==> config.mk <==
export PLATFORM = sky130hd
export DESIGN_NAME = knob_digitizer
export DESIGN_NICKNAME = d
export VERILOG_FILES = /design/src/rtl/knob_pkg.sv /design/src/rtl/knob_sync2.sv /design/src/rtl/knob_ramp_gen.sv /design/src/rtl/knob_capture.sv /design/src/rtl/knob_digitizer.sv
export SDC_FILE = /design/constraint.sdc
export NUM_CORES = 1
export LEC_CHECK = 0
export BUFFER_PORTS_ARGS = -buffer_cell sky130_fd_sc_hd__buf_4
export CAP_MARGIN = 20
export CORE_MARGIN = 3
export CORE_UTILIZATION = 49
export DETAILED_ROUTE_END_ITERATION = 6
export GPL_ROUTABILITY_DRIVEN = 0
export HOLD_SLACK_MARGIN = 0.02
export PLACE_DENSITY = 0.7
export SYNTH_ARGS = -nofsm -noshare
export SYNTH_HDL_FRONTEND = slang
export SYNTH_SLANG_ARGS = --single-unit
==> constraint.sdc <==
create_clock -name clk -period 1.85 [get_ports clk]
set_input_delay 0.37 -clock clk [delete_from_list [all_inputs] [get_ports clk]]
set_output_delay 0.37 -clock clk [all_outputs]
set_load 0.05 [all_outputs]
==> src/rtl/knob_pkg.sv <==
package knob_pkg;
  localparam int RAMP_W   = 8;
  localparam int RAMP_MAX = (1 << RAMP_W) - 1;
  typedef logic [RAMP_W-1:0] level_t;
endpackage

==> src/rtl/knob_sync2.sv <==
module knob_sync2 #(
  parameter int STAGES = 2
) (
  input  logic clk,
  input  logic rst,
  input  logic d_i,
  output logic q_o
);
  logic [STAGES-1:0] sh_q;

  always_ff @(posedge clk) begin
    if (rst) sh_q <= '0;
    else     sh_q <= {sh_q[STAGES-2:0], d_i};
  end

  assign q_o = sh_q[STAGES-1];
endmodule

==> src/rtl/knob_ramp_gen.sv <==
module knob_ramp_gen
  import knob_pkg::*;
#(
  parameter int FRAME_BITS  = 8,
  parameter int HOLD_FRAMES = 95
) (
  input  logic   clk,
  input  logic   rst,
  output level_t level_o,
  output logic   start_o,
  output logic   pwm_o
);
  localparam int HOLD_W = (HOLD_FRAMES > 1) ? $clog2(HOLD_FRAMES) : 1;

  logic [FRAME_BITS-1:0] frm_q;
  logic [HOLD_W-1:0]     hold_q;
  level_t                lvl_q;
  logic                  start_q;
  logic                  pwm_q;

  logic                  frame_last;
  logic                  hold_last;
  logic                  step;
  logic [FRAME_BITS-1:0] duty;

  assign frame_last = &frm_q;
  assign hold_last  = (hold_q == HOLD_W'(HOLD_FRAMES - 1));
  assign step       = frame_last && hold_last;
  assign duty       = lvl_q[RAMP_W-1 -: FRAME_BITS];

  always_ff @(posedge clk) begin
    if (rst) begin
      frm_q   <= '0;
      hold_q  <= '0;
      lvl_q   <= '0;
      start_q <= 1'b0;
      pwm_q   <= 1'b0;
    end else begin
      frm_q <= frm_q + 1'b1;
      if (frame_last) hold_q <= hold_last ? '0 : hold_q + 1'b1;
      if (step) lvl_q <= lvl_q + 1'b1;
      start_q <= step && (lvl_q == level_t'(RAMP_MAX));
      pwm_q   <= (frm_q < duty);
    end
  end

  assign level_o = lvl_q;
  assign start_o = start_q;
  assign pwm_o   = pwm_q;

  AST_LEVEL_STEP: assert property (@(posedge clk) disable iff (rst)
    !$stable(lvl_q) |-> (lvl_q == level_t'($past(lvl_q) + 1'b1)));
  AST_START_AT_ZERO: assert property (@(posedge clk) disable iff (rst)
    start_q |-> (lvl_q == '0));
  AST_START_SINGLE: assert property (@(posedge clk) disable iff (rst)
    start_q |=> !start_q);
  AST_PWM_ZERO_DUTY: assert property (@(posedge clk) disable iff (rst)
    (duty == '0) && $stable(lvl_q) |-> !pwm_q);
endmodule

==> src/rtl/knob_capture.sv <==
module knob_capture
  import knob_pkg::*;
(
  input  logic   clk,
  input  logic   rst,
  input  logic   start_i,
  input  level_t level_i,
  input  logic   thr_i,
  output level_t reading_o,
  output logic   valid_o
);
  logic   thr_s;
  logic   prev_q;
  logic   found_q;
  logic   armed_q;
  level_t cap_q;
  level_t reading_q;
  logic   valid_q;
  logic   rise;
  level_t close_val;

  knob_sync2 #(.STAGES(2)) u_sync (
    .clk (clk),
    .rst (rst),
    .d_i (thr_i),
    .q_o (thr_s)
  );

  assign rise = thr_s && !prev_q;

  always_comb begin
    if (found_q)    close_val = cap_q;
    else if (rise)  close_val = level_t'(RAMP_MAX);
    else if (thr_s) close_val = '0;
    else            close_val = level_t'(RAMP_MAX);
  end

  always_ff @(posedge clk) begin
    if (rst) begin
      prev_q    <= 1'b0;
      found_q   <= 1'b0;
      armed_q   <= 1'b0;
      cap_q     <= '0;
      reading_q <= '0;
      valid_q   <= 1'b0;
    end else begin
      prev_q  <= thr_s;
      valid_q <= 1'b0;
      if (start_i) begin
        if (armed_q) begin
          reading_q <= close_val;
          valid_q   <= 1'b1;
        end
        armed_q <= 1'b1;
        found_q <= 1'b0;
      end else if (rise && !found_q) begin
        found_q <= 1'b1;
        cap_q   <= level_i;
      end
    end
  end

  assign reading_o = reading_q;
  assign valid_o   = valid_q;

  AST_VALID_AFTER_START: assert property (@(posedge clk) disable iff (rst)
    valid_q |-> $past(start_i));
  AST_READING_HELD: assert property (@(posedge clk) disable iff (rst)
    !valid_q |-> $stable(reading_q));
  AST_VALID_SINGLE: assert property (@(posedge clk) disable iff (rst)
    valid_q |=> !valid_q);
  AST_FRESH_SWEEP: assert property (@(posedge clk) disable iff (rst)
    start_i |=> !found_q);
endmodule

==> src/rtl/knob_digitizer.sv <==
module knob_digitizer
  import knob_pkg::*;
#(
  parameter int CHANNELS    = 2,
  parameter int FRAME_BITS  = 8,
  parameter int HOLD_FRAMES = 95
) (
  input  logic                         clk,
  input  logic                         rst,
  input  logic [CHANNELS-1:0]          thr_i,
  output logic                         pwm_o,
  output logic                         sweep_start_o,
  output logic [RAMP_W-1:0]            ramp_level_o,
  output logic [CHANNELS*RAMP_W-1:0]   reading_o,
  output logic [CHANNELS-1:0]          valid_o
);
  level_t level;
  logic   start;

  knob_ramp_gen #(
    .FRAME_BITS  (FRAME_BITS),
    .HOLD_FRAMES (HOLD_FRAMES)
  ) u_ramp (
    .clk     (clk),
    .rst     (rst),
    .level_o (level),
    .start_o (start),
    .pwm_o   (pwm_o)
  );

  for (genvar c = 0; c < CHANNELS; c++) begin : g_ch
    knob_capture u_cap (
      .clk       (clk),
      .rst       (rst),
      .start_i   (start),
      .level_i   (level),
      .thr_i     (thr_i[c]),
      .reading_o (reading_o[c*RAMP_W +: RAMP_W]),
      .valid_o   (valid_o[c])
    );
  end

  assign sweep_start_o = start;
  assign ramp_level_o  = level;
endmodule

* After elaboration in Yosys (flattened, before gate mapping)
Cells that the tools add are included.
** Cells by class
- Reduce and logical (&&, ||, !) cells :: 16
- Multiplexer cells :: 8
- Eq/ne operators :: 2
- $lt $le $gt $ge :: 1
- Add/sub/neg operators :: 3
- Bitwise operators :: 1
** Operators with widths (number)
- 8-bit two-way mux :: 6
- 8-bit by 1-bit adder with 8-bit output (second input constant) :: 2
- 8-bit equality test (second input constant) :: 1
- 8-bit < comparator :: 1
- 8-bit AND reduction :: 1
- 7-bit by 1-bit adder with 7-bit output (second input constant) :: 1
- 7-bit equality test (second input constant) :: 1
- 7-bit two-way mux :: 1
- 1-bit logical AND :: 6
- 2-bit AND reduction :: 3
- 1-bit zero test :: 4
- 2-bit OR reduction :: 2
- 1-bit two-way mux :: 1
- 1-bit inverter :: 1
** Word-level totals
- Register bits :: 67
- Output and inout bits :: 28
- Input bits :: 4
- Word-level logic and storage cells :: 48

* Longest topological paths before layout
- Word-level depth :: 4
- Depth in mapped cells :: 6
- Mapped depth without buffers :: 6

* Cells and area by module
From an unflattened synthesis, not the netlist that was laid out.
** Second synthesis, totals
- Cells, all modules :: 322
- Area total of the unflattened synthesis :: 3234.4 um2
** By module, submodules not included
- knob_capture :: area an instance 903.4 um2, sequential area each 400.4 um2, cells each 86, instances 2
- knob_ramp_gen :: area an instance 1322.5 um2, sequential area each 500.5 um2, cells each 142, instances 1
- knob_sync2 :: area an instance 52.6 um2, sequential area each 40.0 um2, cells each 4, instances 2

* Least setup slack after synthesis
OpenSTA, ideal clock, no wires.
- Path kind :: register to register
- Start point :: reg u_ramp.lvl_q[2], in the netlist u_ramp.level_o[2]
- End point :: reg u_ramp.pwm_q, in the netlist u_ramp.pwm_o
- Period minus slack after synthesis :: 1.966 ns
- Stages on the path, launching flop included :: 7
- Data arrival time :: 1.908 ns
- Setup time :: 0.058 ns
- Buffers on the path :: 1
- Setup slack :: -0.116 ns
- Required time :: 1.792 ns
- Path through :: dfxtp_1 > clkbuf_1 > inv_1 > ha_1 > or4_1 > a21oi_1 > o21a_1
** On the way
- Word-level cells in the longest chain between the ends :: 1
** RTL lines
- start, declared :: RTL line knob_ramp_gen.sv:17 : level_t lvl_q;
- start signal, assigned :: RTL line knob_ramp_gen.sv:41 : if (step) lvl_q <= lvl_q + 1'b1;
- 8-bit < comparator :: RTL line knob_ramp_gen.sv:43 : pwm_q <= (frm_q < duty);
- end signal, assigned :: RTL line knob_ramp_gen.sv:43
- end, declared :: RTL line knob_ramp_gen.sv:19 : logic pwm_q;
Every way passes these cells.
A chain may end at the register's enable or synchronous reset.

* Worst setup path in the final report
- Start point :: reg u_ramp.frm_q[0]
- End point :: reg u_ramp.lvl_q[5], in the netlist u_ramp.level_o[5]
** On the way
- Word-level cells in the longest chain between the ends :: 2
** RTL lines
- start, declared :: RTL line knob_ramp_gen.sv:15 : logic [FRAME_BITS-1:0] frm_q;
- start signal, assigned :: RTL line knob_ramp_gen.sv:39 : frm_q <= frm_q + 1'b1;
- 8-bit AND reduction :: RTL line knob_ramp_gen.sv:26 : assign frame_last = &frm_q;
- 1-bit logical AND :: RTL line knob_ramp_gen.sv:28 : assign step = frame_last && hold_last;
Every way passes these cells.

==> metrics.txt <==
ANT nets after route 0; chip width around 81 um; RSZ-0062 raised after global routing no; initial DRC count 107; worst setup path category reg2reg; FF+latch count, synth 67; crit share post-route 92.5%; worst clock skew between 0.007 and 0.008 ns; Area Overhead vs Synth 19.9%; Starting Density a little over half; H-tree depth 3; sequential group share of total power slightly above 50%; PD cells 872 nW/um^2; sequential area share after synthesis 48.0%; Min Clock Period, post-route 1.71 ns; Worst Tran Pin Value approximately 0.86 ns; TritonRoute pass-1 iters 4; core area 5300 sq um; dominant cell type by area after synthesis dfxtp_1; worst hold path class in2reg; drt drc 0; Rows 26; layout cell share with drive strength beyond 1 18.4%; P_int 2.29 mW; vias in the first global route roughly 2100; Max Cap Viol 0; Slew HR 42.1%; syn nets 334; total congestion overflow 0; top cell type's share of synthesized area 48.0%; Max Clock Freq 0.584 GHz; Clk pwr share 46.5%; largest net degree at the start of global routing 33; synth top area cells dfxtp_1, nand2_1, a211oi_1; post-CTS setup buffers 0; IO Pins 32; Worst-Skew Late Latency 0.34 ns; TritonCTS clock tree yes; first-pass GRT wire length 9670 um; initial antenna violation count 0; fin util 63.1%; Critical Path AT 1.99 ns; post-synthesis cell type count 40; CP Capture Type flip-flop; Startpoint Class flip-flop; CTS Hold Bufs 0; top_reg_cell synth dfxtp_1; Req. time, crit path 2.13 ns; final worst slack 0.139 ns; HPWL Detailed 3960 um; clock transition at the registers of the reported paths roughly 0.07 ns; Sink Count 67; GRT Util Overall about a fifth; WL final around 5700 um; post-synthesis async set-or-reset flop share 0%; crit-path max FO 8; Combinational Power Share 3.0%; Post-Route Setup TNS 0 ns; Routed WL per cell 13.4 um; post-cts sizing count 0; number of synthesized flops with an enable pin 0; DP Worst Slack 0.160 ns; Final Hold Vio Count 0; via count 2268; CTS Buf Count 9; status finished clean; clock buffer depth 2; die footprint ~6600 sq um; Root Driver clkbuf_8; commonest non-fill, non-tap cell in the layout dfxtp_1; Yosys Warn Count 0; post-synthesis cell count 319; die height 81.5 um; Finish-stage setup viols 0; Max Slew Vio Count 0; Worst Hold Slack about 0.25 ns; Leak Pwr approximately 1.3 nW; Max rail drop VDD 0.000389 V; port bufs 31; Switching Fraction 21.7%; Via-to-Cell Ratio 5.30; Switch Pwr 633 uW; antenna diode count 0; Syn Area/Cell just under 9 sq um; Final #Nets roughly 370; most frequent cells in the layout dfxtp_1, nand2_1, buf_4; Post-Syn Area 2790 sq um
[critical path, cell delays in order, from the launching register on]
cell and delay, ns:
dfxtp_1 0.42, ha_1 0.23, and3_4 0.23, nand4_4 0.14
or4_1 0.49, a21oi_1 0.14
[logic make-up (layout without fill, tap and decap cells)]
kind of cell / after synthesis / in the layout / share of synthesized area [%]
AND/OR/NAND/NOR: 144 / 144 / 25.2
flip-flops: 67 / 67 / 48.0
AO/OA/AOI/OAI: 54 / 54 / 12.9
buffers and inverters: 29 / 68 / 4.53
XOR/XNOR: 14 / 14 / 4.39
adder cells (fa/ha/maj): 11 / 11 / 4.93
[layout make-up]
class                           count  area [sq um]
Clock inverter                      6          88.8
Tap cell                           70          87.6
Sequential cell                    67          1340
Timing Repair Buffer               42           328
Clock buffer                       10           138
Inverter                           10          37.5
Multi-Input combinational cell    223          1330
Fill cell                         499          1950
[per-stage QoR]
step	cell area [sq um]	power (mW)	instances
floorplan	2800	1.57	319
finish	3350	2.92	428
detailed placement	3120	1.60	412
global route	3350	3.03	428
CTS	3350	2.94	428
global placement	3120	1.59	412
[power groups by stage]
stage	registers, mW	logic, mW	clock network [mW]
3_3_place_gp	1.51	0.0881	0
6_report	1.47	0.0877	1.36
3_5_place_dp	1.51	0.0874	0
2_1_floorplan	1.51	0.0608	0
4_1_cts	1.47	0.0883	1.38
5_1_grt	1.48	0.0983	1.45
[path summary, 6_finish.rpt]
| kind | startpoint | endpoint | slack (ns) | cells past startpoint |
|---|---|---|---|---|
| max | u_ramp.frm_q[0] | u_ramp.level_o[5] | 0.14 | 5 |
| max reg2reg | u_ramp.frm_q[0] | u_ramp.level_o[5] | 0.14 | 5 |
| min | thr_i[0] | g_ch[0].u_cap.u_sync.sh_q[0] | 0.25 | 2 |
| min reg2reg | g_ch[1].u_cap.u_sync.sh_q[0] | g_ch[1].u_cap.u_sync.sh_q[1] | 0.44 | 1 |
[synth_stat cells (2+ instances only)]
| cell type | count |
|---|---|
| clkbuf_1 | 14 |
| and4_1 | 4 |
| nor3_1 | 3 |
| o21a_1 | 2 |
| dfxtp_1 | 67 |
| or3_1 | 2 |
| nand2_1 | 56 |
| and2_1 | 2 |
| o31ai_1 | 2 |
| buf_4 | 2 |
| nand3_1 | 8 |
| xor2_1 | 8 |
| xnor2_1 | 6 |
| nor2b_1 | 7 |
| buf_2 | 2 |
| nor2_1 | 40 |
| a21oi_1 | 22 |
| inv_1 | 10 |
| or4_1 | 4 |
| nand4_1 | 4 |
| ha_1 | 11 |
| nand2b_1 | 3 |
| a211oi_1 | 21 |
| nor4_1 | 3 |
[state kept, by name (all words and copies together) (netlist names), 2 cells and up]
name	cells
g_ch.u_cap.cap_q	16
g_ch.u_cap.found_q	2
g_ch.u_cap.prev_q	2
g_ch.u_cap.reading_o	16
g_ch.u_cap.u_sync.sh_q	4
u_ramp.frm_q	8
u_ramp.hold_q	7
u_ramp.level_o	8
[routing by layer]
metal,wire length [um],global-route usage [%],up-vias
met5,0,0,-
met4,84,9.46,0
met3,230,3.62,10
met2,2760,32.0,42
met1,2640,23.2,1053
li1,-,-,1163
(Power assumes the default switching activity.)
